**config.mk**
```make
export PLATFORM = sky130hd
export DESIGN_NAME = event_split_framer
export DESIGN_NICKNAME = d
export VERILOG_FILES = /design/src/rtl/evsplit_pkg.sv /design/src/rtl/evsplit_ctrl.sv /design/src/rtl/evsplit_lane.sv /design/src/rtl/evsplit_path.sv /design/src/rtl/event_split_framer.sv
export SDC_FILE = /design/constraint.sdc
export NUM_CORES = 1
export LEC_CHECK = 0
export ABC_CLOCK_PERIOD_IN_PS = 3100
export BUFFER_PORTS_ARGS = -buffer_cell sky130_fd_sc_hd__buf_2
export CORE_ASPECT_RATIO = 1.25
export CORE_MARGIN = 2
export CORE_UTILIZATION = 50
export CTS_CLUSTER_DIAMETER = 150
export DETAILED_ROUTE_END_ITERATION = 16
export PLACE_DENSITY = 0.71
export SKIP_CTS_REPAIR_TIMING = 1
export SLEW_MARGIN = 20
export SYNTH_ARGS = -nofsm -noshare
export SYNTH_HDL_FRONTEND = slang
export SYNTH_SLANG_ARGS = --single-unit
```
**constraint.sdc**
```tcl
create_clock -name clk -period 3.1 [get_ports clk]
set_clock_uncertainty 0.2 [all_clocks]
set_input_delay 0.31 -clock clk [delete_from_list [all_inputs] [get_ports clk]]
set_output_delay 0.31 -clock clk [all_outputs]
set_load 0.03 [all_outputs]
```
**src/rtl/evsplit_pkg.sv**
```systemverilog
package evsplit_pkg;
  localparam logic [15:0] HDR_MARK = 16'hFFAA;
  localparam logic [15:0] TRL_MARK = 16'hFF55;

  typedef enum logic [2:0] {
    SEL_DATA, SEL_HEAD1, SEL_HEAD2, SEL_MAIN, SEL_TRAIL
  } wordSelT;

  typedef struct packed {
    logic    wrUp;
    wordSelT selUp;
    logic    addUp;
    logic    wrLo;
    wordSelT selLo;
    logic    addLo;
    logic    startEvt;
    logic    abortEvt;
  } ctrlStrobesT;
endpackage

```
**src/rtl/evsplit_ctrl.sv**
```systemverilog
module evsplit_ctrl
  import evsplit_pkg::*;
#(
  parameter int FREE_W   = 10,
  parameter int BUSY_THR = 8
) (
  input  logic              clk,
  input  logic              rstN,
  input  logic              inValid,
  input  logic              inHdr,
  input  logic              inHalf,
  input  logic              inTrl,
  input  logic [FREE_W-1:0] upFree,
  input  logic [FREE_W-1:0] loFree,
  output ctrlStrobesT       ctl,
  output logic              busy
);
  localparam logic [FREE_W-1:0] THR = FREE_W'(BUSY_THR);

  typedef enum logic [1:0] {ST_IDLE, ST_INSERT, ST_UPPER, ST_LOWER} stateT;
  stateT state, stateNext;
  logic [1:0] insCnt;

  always_comb begin
    ctl = '0;
    stateNext = state;
    if (state == ST_INSERT) begin
      ctl.wrUp = 1'b1;
      ctl.wrLo = 1'b1;
      case (insCnt)
        2'd0:    begin ctl.selUp = SEL_HEAD1; ctl.selLo = SEL_HEAD1; end
        2'd1:    begin ctl.selUp = SEL_HEAD2; ctl.selLo = SEL_HEAD2; end
        default: begin ctl.selUp = SEL_MAIN;  ctl.selLo = SEL_MAIN;  end
      endcase
      if (insCnt == 2'd2) stateNext = ST_UPPER;
    end else if (inValid) begin
      if (inHdr) begin
        ctl.startEvt = 1'b1;
        stateNext = ST_INSERT;
        if (state == ST_UPPER) begin
          ctl.abortEvt = 1'b1;
          ctl.wrUp = 1'b1; ctl.selUp = SEL_TRAIL;
          ctl.wrLo = 1'b1; ctl.selLo = SEL_TRAIL;
        end else if (state == ST_LOWER) begin
          ctl.abortEvt = 1'b1;
          ctl.wrLo = 1'b1; ctl.selLo = SEL_TRAIL;
        end
      end else if (inTrl) begin
        if (state == ST_UPPER) begin
          ctl.wrUp = 1'b1; ctl.selUp = SEL_TRAIL;
        end
        if (state != ST_IDLE) begin
          ctl.wrLo = 1'b1; ctl.selLo = SEL_TRAIL;
        end
        stateNext = ST_IDLE;
      end else if (state == ST_UPPER) begin
        if (inHalf) begin
          ctl.wrUp = 1'b1; ctl.selUp = SEL_TRAIL;
          ctl.wrLo = 1'b1; ctl.addLo = 1'b1;
          stateNext = ST_LOWER;
        end else begin
          ctl.wrUp = 1'b1; ctl.addUp = 1'b1;
        end
      end else if (state == ST_LOWER) begin
        ctl.wrLo = 1'b1; ctl.addLo = 1'b1;
      end
    end
  end

  always_ff @(posedge clk) begin
    if (!rstN) begin
      state  <= ST_IDLE;
      insCnt <= '0;
    end else begin
      state  <= stateNext;
      insCnt <= (state == ST_INSERT) ? insCnt + 2'd1 : 2'd0;
    end
  end

  assign busy = (state == ST_INSERT) ||
                (((state == ST_LOWER) ? loFree : upFree) <= THR);

  AST_BUSY_LOW_SPACE: assert property (@(posedge clk) disable iff (!rstN)
    (state == ST_LOWER && loFree <= THR) |-> busy);
  AST_INSERT_BUSY: assert property (@(posedge clk) disable iff (!rstN)
    ctl.startEvt |=> (busy && state == ST_INSERT));
endmodule

```
**src/rtl/evsplit_lane.sv**
```systemverilog
module evsplit_lane
  import evsplit_pkg::*;
#(
  parameter int DATA_W = 32
) (
  input  logic              clk,
  input  logic              rstN,
  input  logic              wr,
  input  wordSelT           sel,
  input  logic              add,
  input  logic              clr,
  input  logic [DATA_W-1:0] inData,
  input  logic [DATA_W-1:0] head1,
  input  logic [DATA_W-1:0] head2,
  input  logic [DATA_W-1:0] mainWord,
  output logic              wrOut,
  output logic [DATA_W-1:0] dataOut
);
  localparam int HALF_W = DATA_W / 2;

  logic [HALF_W-1:0] sum;
  logic [DATA_W-1:0] word;

  always_comb begin
    case (sel)
      SEL_HEAD1: word = head1;
      SEL_HEAD2: word = head2;
      SEL_MAIN:  word = mainWord;
      SEL_TRAIL: word = {HALF_W'(TRL_MARK), sum};
      default:   word = inData;
    endcase
  end

  always_ff @(posedge clk) begin
    if (!rstN) begin
      sum     <= '0;
      wrOut   <= 1'b0;
      dataOut <= '0;
    end else begin
      wrOut <= wr;
      if (wr) dataOut <= word;
      if (clr)      sum <= '0;
      else if (add) sum <= sum + inData[HALF_W-1:0];
    end
  end

  AST_SUM_CLEARED: assert property (@(posedge clk) disable iff (!rstN)
    clr |=> (sum == '0));
  AST_TRAIL_SUM: assert property (@(posedge clk) disable iff (!rstN)
    (wr && sel == SEL_TRAIL) |=> (wrOut && dataOut[HALF_W-1:0] == $past(sum)));
endmodule

```
**src/rtl/evsplit_path.sv**
```systemverilog
module evsplit_path
  import evsplit_pkg::*;
#(
  parameter int DATA_W = 32,
  parameter int EVT_W  = 16
) (
  input  logic              clk,
  input  logic              rstN,
  input  ctrlStrobesT       ctl,
  input  logic [DATA_W-1:0] inData,
  output logic              upWr,
  output logic [DATA_W-1:0] upData,
  output logic              loWr,
  output logic [DATA_W-1:0] loData
);
  localparam int HALF_W = DATA_W / 2;
  localparam int LANES  = 2;

  logic [DATA_W-1:0] mainReg;
  logic [EVT_W-1:0]  evtCnt, curEvt;
  logic              curErr;
  logic [DATA_W-1:0] head1, head2;

  always_ff @(posedge clk) begin
    if (!rstN) begin
      mainReg <= '0;
      evtCnt  <= '0;
      curEvt  <= '0;
      curErr  <= 1'b0;
    end else if (ctl.startEvt) begin
      mainReg <= inData;
      curEvt  <= evtCnt;
      evtCnt  <= evtCnt + 1'b1;
      curErr  <= ctl.abortEvt;
    end
  end

  assign head1 = {HALF_W'(HDR_MARK), HALF_W'(curErr)};
  assign head2 = DATA_W'(curEvt);

  logic [LANES-1:0]  laneWr, laneAdd, laneWrOut;
  wordSelT           laneSel  [LANES];
  logic [DATA_W-1:0] laneData [LANES];

  assign laneWr  = {ctl.wrLo, ctl.wrUp};
  assign laneAdd = {ctl.addLo, ctl.addUp};
  assign laneSel[0] = ctl.selUp;
  assign laneSel[1] = ctl.selLo;

  for (genvar g = 0; g < LANES; g++) begin : gLane
    evsplit_lane #(.DATA_W(DATA_W)) uLane (
      .clk      (clk),
      .rstN     (rstN),
      .wr       (laneWr[g]),
      .sel      (laneSel[g]),
      .add      (laneAdd[g]),
      .clr      (ctl.startEvt),
      .inData   (inData),
      .head1    (head1),
      .head2    (head2),
      .mainWord (mainReg),
      .wrOut    (laneWrOut[g]),
      .dataOut  (laneData[g])
    );
  end

  assign upWr   = laneWrOut[0];
  assign upData = laneData[0];
  assign loWr   = laneWrOut[1];
  assign loData = laneData[1];

  AST_HEAD_MARK: assert property (@(posedge clk) disable iff (!rstN)
    (ctl.wrUp && ctl.selUp == SEL_HEAD1) |=>
      (upWr && loWr && upData[DATA_W-1:HALF_W] == HALF_W'(HDR_MARK)));
  AST_ERR_FLAG: assert property (@(posedge clk) disable iff (!rstN)
    ctl.startEvt |=> (curErr == $past(ctl.abortEvt)));
endmodule

```
**src/rtl/event_split_framer.sv**
```systemverilog
module event_split_framer
  import evsplit_pkg::*;
#(
  parameter int DATA_W   = 32,
  parameter int EVT_W    = 16,
  parameter int FREE_W   = 10,
  parameter int BUSY_THR = 8
) (
  input  logic              clk,
  input  logic              rstN,
  input  logic              inValid,
  input  logic              inHdr,
  input  logic              inHalf,
  input  logic              inTrl,
  input  logic [DATA_W-1:0] inData,
  input  logic [FREE_W-1:0] upFree,
  input  logic [FREE_W-1:0] loFree,
  output logic              busy,
  output logic              upWr,
  output logic [DATA_W-1:0] upData,
  output logic              loWr,
  output logic [DATA_W-1:0] loData
);
  ctrlStrobesT ctl;

  evsplit_ctrl #(.FREE_W(FREE_W), .BUSY_THR(BUSY_THR)) uCtrl (
    .clk     (clk),
    .rstN    (rstN),
    .inValid (inValid),
    .inHdr   (inHdr),
    .inHalf  (inHalf),
    .inTrl   (inTrl),
    .upFree  (upFree),
    .loFree  (loFree),
    .ctl     (ctl),
    .busy    (busy)
  );

  evsplit_path #(.DATA_W(DATA_W), .EVT_W(EVT_W)) uPath (
    .clk    (clk),
    .rstN   (rstN),
    .ctl    (ctl),
    .inData (inData),
    .upWr   (upWr),
    .upData (upData),
    .loWr   (loWr),
    .loData (loData)
  );
endmodule

```
# Yosys cells after proc, flatten, opt, wreduce, memory -nomap -nowiden
# Cells that the tools add are included.
# word_totals
regBits	167
inputBits	58
word_cells	78
# op_classes
n_addsub	4
magnitude_cmp	1
n_eq_ne	14
muxes	37
n_bitwise	1
reduce_logical	9
# op_table
operator	count
32-bit one-hot mux with 4 select lines	2
4-bit 2-to-1 mux	9
16-bit adder	2
16-bit by 1-bit adder with 16-bit output (second input constant)	1
2-bit 2-to-1 mux	8
3-bit by 2-bit equality test with 1-bit output (second input constant)	4
12-bit 2-to-1 mux	1
1-bit 2-to-1 mux	11
10-bit by 4-bit less-or-equal comparator with 1-bit output (second input constant)	1
10-bit 2-to-1 mux	1
3-bit 2-to-1 mux	3
4-bit nonzero test	2
2-bit equality test (second input constant)	3
3-bit by 1-bit equality test with 1-bit output (second input constant)	2
3-bit equality test (second input constant)	2
5-bit 2-to-1 mux	1
2-bit by 1-bit equality test with 1-bit output (second input constant)	2
2-bit one-hot mux with 2 select lines	1
4-bit AND reduction	1
2-bit nonzero test	2
2-bit by 1-bit adder with 2-bit output (second input constant)	1
2-bit zero test	1
2-bit inequality test (second input constant)	1
2-bit AND reduction	1
3 further kinds	3

# Depth between registers and ports, before layout
# Gate-level depths: netlist of run 1.
# logic_depth
ltp_word	9
mapped_depth	11
ltp_nobuf	9

# Modules after synthesis
# From an unflattened synthesis of run 1, not the netlist that was laid out.
# unflattened
cells_unflattened	1181
area_unflattened_um2	10699.0
# modules_own_cells
mod	n_inst	cells_per_inst	area_per_inst_um2	seq_area_each_um2
evsplit_lane at uPath.gLane[0].uLane	1	447	3844.9	980.9
evsplit_lane at uPath.gLane[1].uLane	1	437	3783.6	980.9
evsplit_path	1	239	2573.7	1301.2
evsplit_ctrl	1	58	496.7	80.1

# Worst setup path after synthesis of run 1
# Ideal clock, no wire load.
# synth_path
kind	input -> register
startpoint	input inData[0]
endpoint	register uPath.gLane[0].uLane.sum[14]
setup_time_ns	0.120
arrival_time_ns	2.301
required_time_ns	2.780
setup_slack_ns	0.479
stages	8
n_path_buf	0
path_cell_list	ha_1 -> fa_1 -> a211o_1 -> a2111oi_4 -> o21ai_1 -> a221oi_2 -> nor4_1 -> a211o_1
# synth_between
elab_chain_len	1
# synth_lines
element	line_no	rtl
start: declaration	event_split_framer.sv:15	input logic [DATA_W-1:0] inData,
16-bit adder	evsplit_lane.sv:43	else if (add) sum <= sum + inData[HALF_W-1:0];
end signal: assignment	evsplit_lane.sv:43	
end: declaration	evsplit_lane.sv:21	logic [HALF_W-1:0] sum;
# No other way between the ends.
# A chain may end at the register's enable or synchronous reset.

# Worst setup path after layout of run 1
# layout_path
startpoint	register uPath.gLane[0].uLane.sum[0]
endpoint	register uPath.gLane[0].uLane.sum[14]
# layout_between
elab_chain_len	1
# layout_lines
element	line_no
16-bit adder	evsplit_lane.sv:43
# No other way between the ends.

==> results by group, run 1 <==
Global routing
  • Initial antenna violation count: 0
  • Total GRT Usage: 0.279
  • Pin count of the biggest net entering global routing: 104
  • Grt ovf: 0
  • Vias in the first global route: approximately 8100
  • First-pass GRT wire length: around 40000 microns

Floorplan
  • Die H: 152 microns
  • Core area: roughly 17000 sq um
  • Io pins: 125
  • Chip width: 122 microns
  • Starting density of the core: 0.506
  • Die ar.: about 19000 sq um
  • Cell row count: 54

Setup path
  • Setup crit end kind: flop
  • Required time of the critical path: 3.22 ns
  • Critical path launch point type: flop
  • Critical Path AT: ~3.0 ns
  • Crit-path max FO: 4
  • Worst R2R Path Depth: 8
  • Critical path type: flop to flop

Logic synthesis
  • Mapped Area: 8760 sq um
  • Predominant post-synthesis flop cell: dfxtp_1
  • Sequential element share of the synthesized area: 0.382
  • Syn_nets: 1177
  • Seq cells post-synth: 167
  • Syn avg cell area: 8.12 sq um
  • Post-synth top area share: 0.382
  • Synth unique cells: 67
  • Mapped Cells: 1078
  • YS warnings: 0
  • Top post-synthesis cells by area: dfxtp_1, nand2_1, ha_1
  • Biggest area consumer among synthesized cells: dfxtp_1
  • Async S/R FF share, synth: 0
  • Post-synth EDFFs: 0

Placed design
  • Port bufs: ~120
  • Post-Place Cells: 1375
  • GPL Wtd Cong: 0.898
  • Placed inst area: between 9000 and 10000 sq um
  • Hpwl dp: 18200 microns
  • DP Worst Slack: 0.183 ns

Finish
  • # diodes: 0
  • Synth-to-Final Area Change: 17.5%
  • Share of layout cells above drive strength 1: 0.171
  • Fin util: 0.595
  • # fillers: 1601
  • Final cell count without fillers: between 1000 and 1500
  • Nets: 1286
  • Fin area: 10300 sq um
  • Area of the multi-input gates: 5040 sq um
  • Area occupied by registers: 3340 sq um

STA
  • Final setup violation count: 0
  • Sum of negative setup slack: 0 ns
  • Worst hold margin: -0.00177 ns
  • Fmax: 354 MHz
  • Final Hold Fails: 1
  • Final Slew Violations: 0
  • Final setup margin: 0.273 ns
  • Tightest Pin Transition: 1.09 ns
  • Final period util: 0.912
  • Final Critical Period: around 2.8 ns
  • Unrepaired setup endpoints after global routing: false
  • Rel. slew slack: 0.274

Pwr
  • VDD IR max: 355 uV
  • Total power: between 5 and 6 mW
  • Leak: 4.34 nW
  • Pwr dens: around 550 nW/um^2

Drt
  • Final wirelength: 25900 microns
  • Drt pass-1 iters: 6
  • Antenna-violating nets left: 0
  • Violation count after the first detailed-route iteration: ~660
  • Via density: just under 6
  • Via Count: about 8400
  • Wire length per cell: approximately 18 microns
  • DRC: 0

Clock network
  • Worst-path clk slew: about 0.060 ns
  • Clk root buf: clkbuf_16
  • Clock sinks: approximately 170
  • TritonCTS buffer count: 17
  • Clock latency on the worst-skew pair: 0.44 ns
  • CTS tree: done
  • CTS Buffer Depth: 2
  • H-tree depth: 4

Run status
  • Failing checks: negative hold slack
  • Run status: complete, but fails checks

Flow run
  • # Max-Cap Violations: 0

Worst hold path
  • Hold Path Stages: 3
  • Worst min path class: input port to flop
-- Yosys cell counts (5+ instances only) --
master      n
nand3_1    18
nor3b_1     5
o211a_1     7
o31ai_1     5
nor3_1     12
o21ai_0    95
a21boi_0   61
o21a_1     12
nor2_1     38
nor4_1      7
a31oi_1    32
buf_2      16
a211o_1     9
a21o_1      9
mux2_2     15
clkbuf_1   52
inv_1      25
and3_1      9
xor2_1      8
o21ai_1     5
ha_1       39
nor2b_1     7
a21oi_1    79
mux2i_1     7
nand2_1   207
o211ai_1   14
a211oi_1    9
xnor2_1    21
dfxtp_1   167
and2_1     21
-- final timing paths --
check / startpoint / endpoint / slack (ns)
worst max register to register: uPath.gLane[0].uLane.sum[0] / uPath.gLane[0].uLane.sum[14] / 0.27
worst max-delay path: uPath.gLane[0].uLane.sum[0] / uPath.gLane[0].uLane.sum[14] / 0.27
worst min register to register: uPath.gLane[1].uLane.dataOut[22] / uPath.gLane[1].uLane.dataOut[22] / 0.26
worst min-delay path: inData[3] / uPath.mainReg[3] / -0.002
-- metal layers --
metal	vias to the layer above	GRT usage	part of all wire
li1	4072	-	-
met1	3950	0.340	0.41
met2	335	0.476	0.49
met3	64	0.0495	0.065
met4	0	0.122	0.037
met5	-	0	0
-- cell families (layout without fill, tap and decap cells) --
family          after synthesis  after routing  synth area share
compound gates              375            375             0.277
xor+xnor                     29             29            0.0290
fa+ha+maj                    41             41            0.0603
buf+inv                      95            217            0.0431
flops                       167            167             0.382
mux                          22             22            0.0273
simple gates                349            349             0.181
-- worst max-delay path, cell delays in order (launching register included) --
cell	delay (ns)
dfxtp_1	0.33
ha_1	0.23
fa_1	0.46
a211o_1	0.40
a2111oi_4	0.35
o21ai_1	0.13
a221oi_2	0.26
nor4_1	0.08
a211o_1	0.29
-- cell usage in the layout, fill, tap and decap left out, drive strengths merged, types with 15 or more instances in the layout --
master         n
and2          21
o21ai        100
nand2        207
ha            39
buf          143
xnor2         21
clkbuf        19
a21boi        62
a21oi         79
inv           26
mux2          15
nand3         18
nor2          38
a31oi         32
dlygate4sd3   17
dfxtp        167
-- state kept, by name, indices dropped and copies added (netlist names) --
signal / cells
uPath.gLane.uLane.sum: 32
uPath.gLane.uLane.dataOut: 64
uPath.evtCnt: 16
uPath.curEvt: 16
uPath.gLane.uLane.wrOut: 2
uCtrl.state: 2
uCtrl.insCnt: 2
uPath.mainReg: 32
uPath.curErr: 1
-- power breakdown --
part	total [mW]	leakage, nW	internal, mW	switching, mW
Clock	2.18	0.293	1.28	0.899
Combinational	1.12	2.69	0.351	0.765
Sequential	2.38	1.36	2.29	0.0832
-- cell type report --
class / count / area share
clock inverters: 13 / 0.0148
repair buffers: 160 / 0.0909
inverters: 25 / 0.00912
clock buffers: 19 / 0.0430
multi-input cells: 816 / 0.490
flip-flops and latches: 167 / 0.325
well taps: 224 / 0.0272
No activity file was read; power rests on OpenSTA's default activity.
==> run 2: changes to the inputs <==
==> constraint.sdc (replaced) <==
create_clock -name clk -period 3.1 [get_ports clk]
set_clock_uncertainty 0.2 [all_clocks]
set_input_delay 0 -clock clk [delete_from_list [all_inputs] [get_ports clk]]
set_output_delay 0 -clock clk [all_outputs]
set_load 0.03 [all_outputs]
==> results by group, run 2 (synthesized netlist as in run 1, its figures left out) <==
Run status
  • Run status: complete, no violations

STA
  • Fmax: 340 MHz
  • Sum of negative setup slack: 0 ns
  • Final setup violation count: 0
  • Final Hold Fails: 0
  • Final Slew Violations: 0
  • Tightest Pin Transition: 0.982 ns
  • Final period util: 0.948
  • Final Critical Period: 2.94 ns
  • Unrepaired setup endpoints after global routing: false
  • Worst hold margin: roughly 0.011 ns
  • Rel. slew slack: 0.344

Pwr
  • Pwr dens: 538 nW/um^2
  • Leak: 4.45 nW
  • VDD IR max: 333 uV
  • Switching pwr: roughly 1.7 mW
  • Comb pwr share: 0.200
  • Switching Share: 0.305
  • Power share of the clock group: 0.382
  • Seq pwr share: 0.418
  • Total power: 5.68 mW
  • Internal: 3.95 mW

Placed design
  • Hpwl dp: 18200 microns
  • GPL Wtd Cong: 0.896
  • Port bufs: ~120

Floorplan
  • Core area: 17300 sq um
  • Cell row count: 54
  • Die H: 152 microns
  • Chip width: 122 microns
  • Starting density of the core: 0.506
  • Die ar.: approximately 19000 sq um
  • Io pins: 125

Drt
  • Antenna-violating nets left: 0
  • Via density: slightly below 6
  • Violation count after the first detailed-route iteration: ~740
  • Via Count: around 8500
  • Drt pass-1 iters: 5
  • Wire length per cell: 18.2 microns
  • DRC: 0
  • Final wirelength: 26300 microns

Global routing
  • First-pass GRT wire length: around 41000 microns
  • Grt ovf: 0
  • Pin count of the biggest net entering global routing: 102
  • Total GRT Usage: 0.280
  • Vias in the first global route: 7923
  • Initial antenna violation count: 0

Finish
  • Fin util: 0.611
  • Share of layout cells above drive strength 1: 0.164
  • # fillers: 1562
  • Nets: ~1300
  • Max reg flops: 64
  • # diodes: 0
  • Synth-to-Final Area Change: 20.6%
  • Most frequent cells in the layout: nand2_1, dfxtp_1, buf_2, o21ai_0, a21oi_1
  • Most flop-heavy register: uPath.gLane.uLane.dataOut
  • Most common cell after layout, fill and taps aside: nand2_1
  • Biggest regs: uPath.gLane.uLane.dataOut (64), uPath.gLane.uLane.sum (32), uPath.mainReg (32)

Setup path
  • Critical path type: flop to flop
  • Required time of the critical path: 3.27 ns
  • Worst path slowest cell: dlygate4sd3_1
  • Crit-path max FO: 42
  • FF-to-FF setup slack: 0.16 ns
  • Slowest cell delay on critical path: 0.56 ns
  • Critical path launch point type: flop
  • Setup crit end kind: flop
  • Crit-path cells: inv_1 > ha_1 > and3b_2 > buf_4 > nand2_1 > a21boi_0 > dlygate4sd3_1
  • Critical Path AT: approximately 3.1 ns

Clock network
  • Clock sinks: 167
  • CTS tree: done
  • TritonCTS buffer count: 17
  • H-tree depth: 4
  • CTS Buffer Depth: 2
  • Clock latency on the worst-skew pair: 0.43 ns
  • Worst-path clk slew: roughly 0.07 ns
  • Clk root buf: clkbuf_16

Flow run
  • # Max-Cap Violations: 0

Worst hold path
  • Worst min path class: input port to flop
[run 2: power by group through the flow]
| stage | clock [mW] | sequential (mW) | combinational (mW) |
|---|---|---|---|
| 6_report | 2.17 | 2.37 | 1.14 |
| 5_1_grt | 2.29 | 2.39 | 1.23 |
| 4_1_cts | 2.20 | 2.37 | 1.08 |
| 3_5_place_dp | 0 | 2.42 | 1.08 |
| 3_3_place_gp | 0 | 2.42 | 1.07 |
| 2_1_floorplan | 0 | 2.63 | 0.510 |
[run 2: worst paths after layout]
check,end,startpoint,depth (start not counted)
worst min register to register,uPath.gLane[1].uLane.dataOut[31],uPath.gLane[1].uLane.dataOut[31],2
worst max-delay path,uPath.mainReg[1],uCtrl.state[1],7
worst min-delay path,uPath.gLane[0].uLane.sum[6],inHalf,6
worst max register to register,uPath.mainReg[1],uCtrl.state[1],7
[run 2: stage by stage]
step | instances | setup slack, ns | cell area, sq um
2_1_floorplan | 1078 | 0.494 | 8760
3_5_place_dp | 1373 | 0.302 | 9520
4_1_cts | 1404 | 0.265 | 10100
6_report | 1448 | 0.163 | 10600
3_3_place_gp | 1373 | 0.371 | 9520
5_1_grt | 1448 | 0.00193 | 10600
[run 2: layout make-up]
class | instances | area, sq um | area share
clock inverter | 11 | 150 | 0.0142
multi-input combinational | 816 | 5040 | 0.477
sequential | 167 | 3340 | 0.317
clock buffer | 20 | 447 | 0.0423
inverter | 25 | 93.8 | 0.00889
tap | 224 | 280 | 0.0265
timing repair buffer | 185 | 1200 | 0.114
[run 2: per-layer routing]
| layer | share of wire | global-route usage |
|---|---|---|
| met5 | 0 | 0 |
| met4 | 0.032 | 0.109 |
| met3 | 0.052 | 0.0439 |
| met2 | 0.49 | 0.475 |
| met1 | 0.42 | 0.353 |
[run 2: critical path: cells and delay by family, from the launching register on]
kind | cells | cell delay [ns]
AO/OA/AOI/OAI | 1 | 0.17
adder cells (fa/ha/maj) | 1 | 0.29
buffers and inverters | 3 | 1.15
flip-flops | 1 | 0.41
AND/OR/NAND/NOR | 2 | 0.61
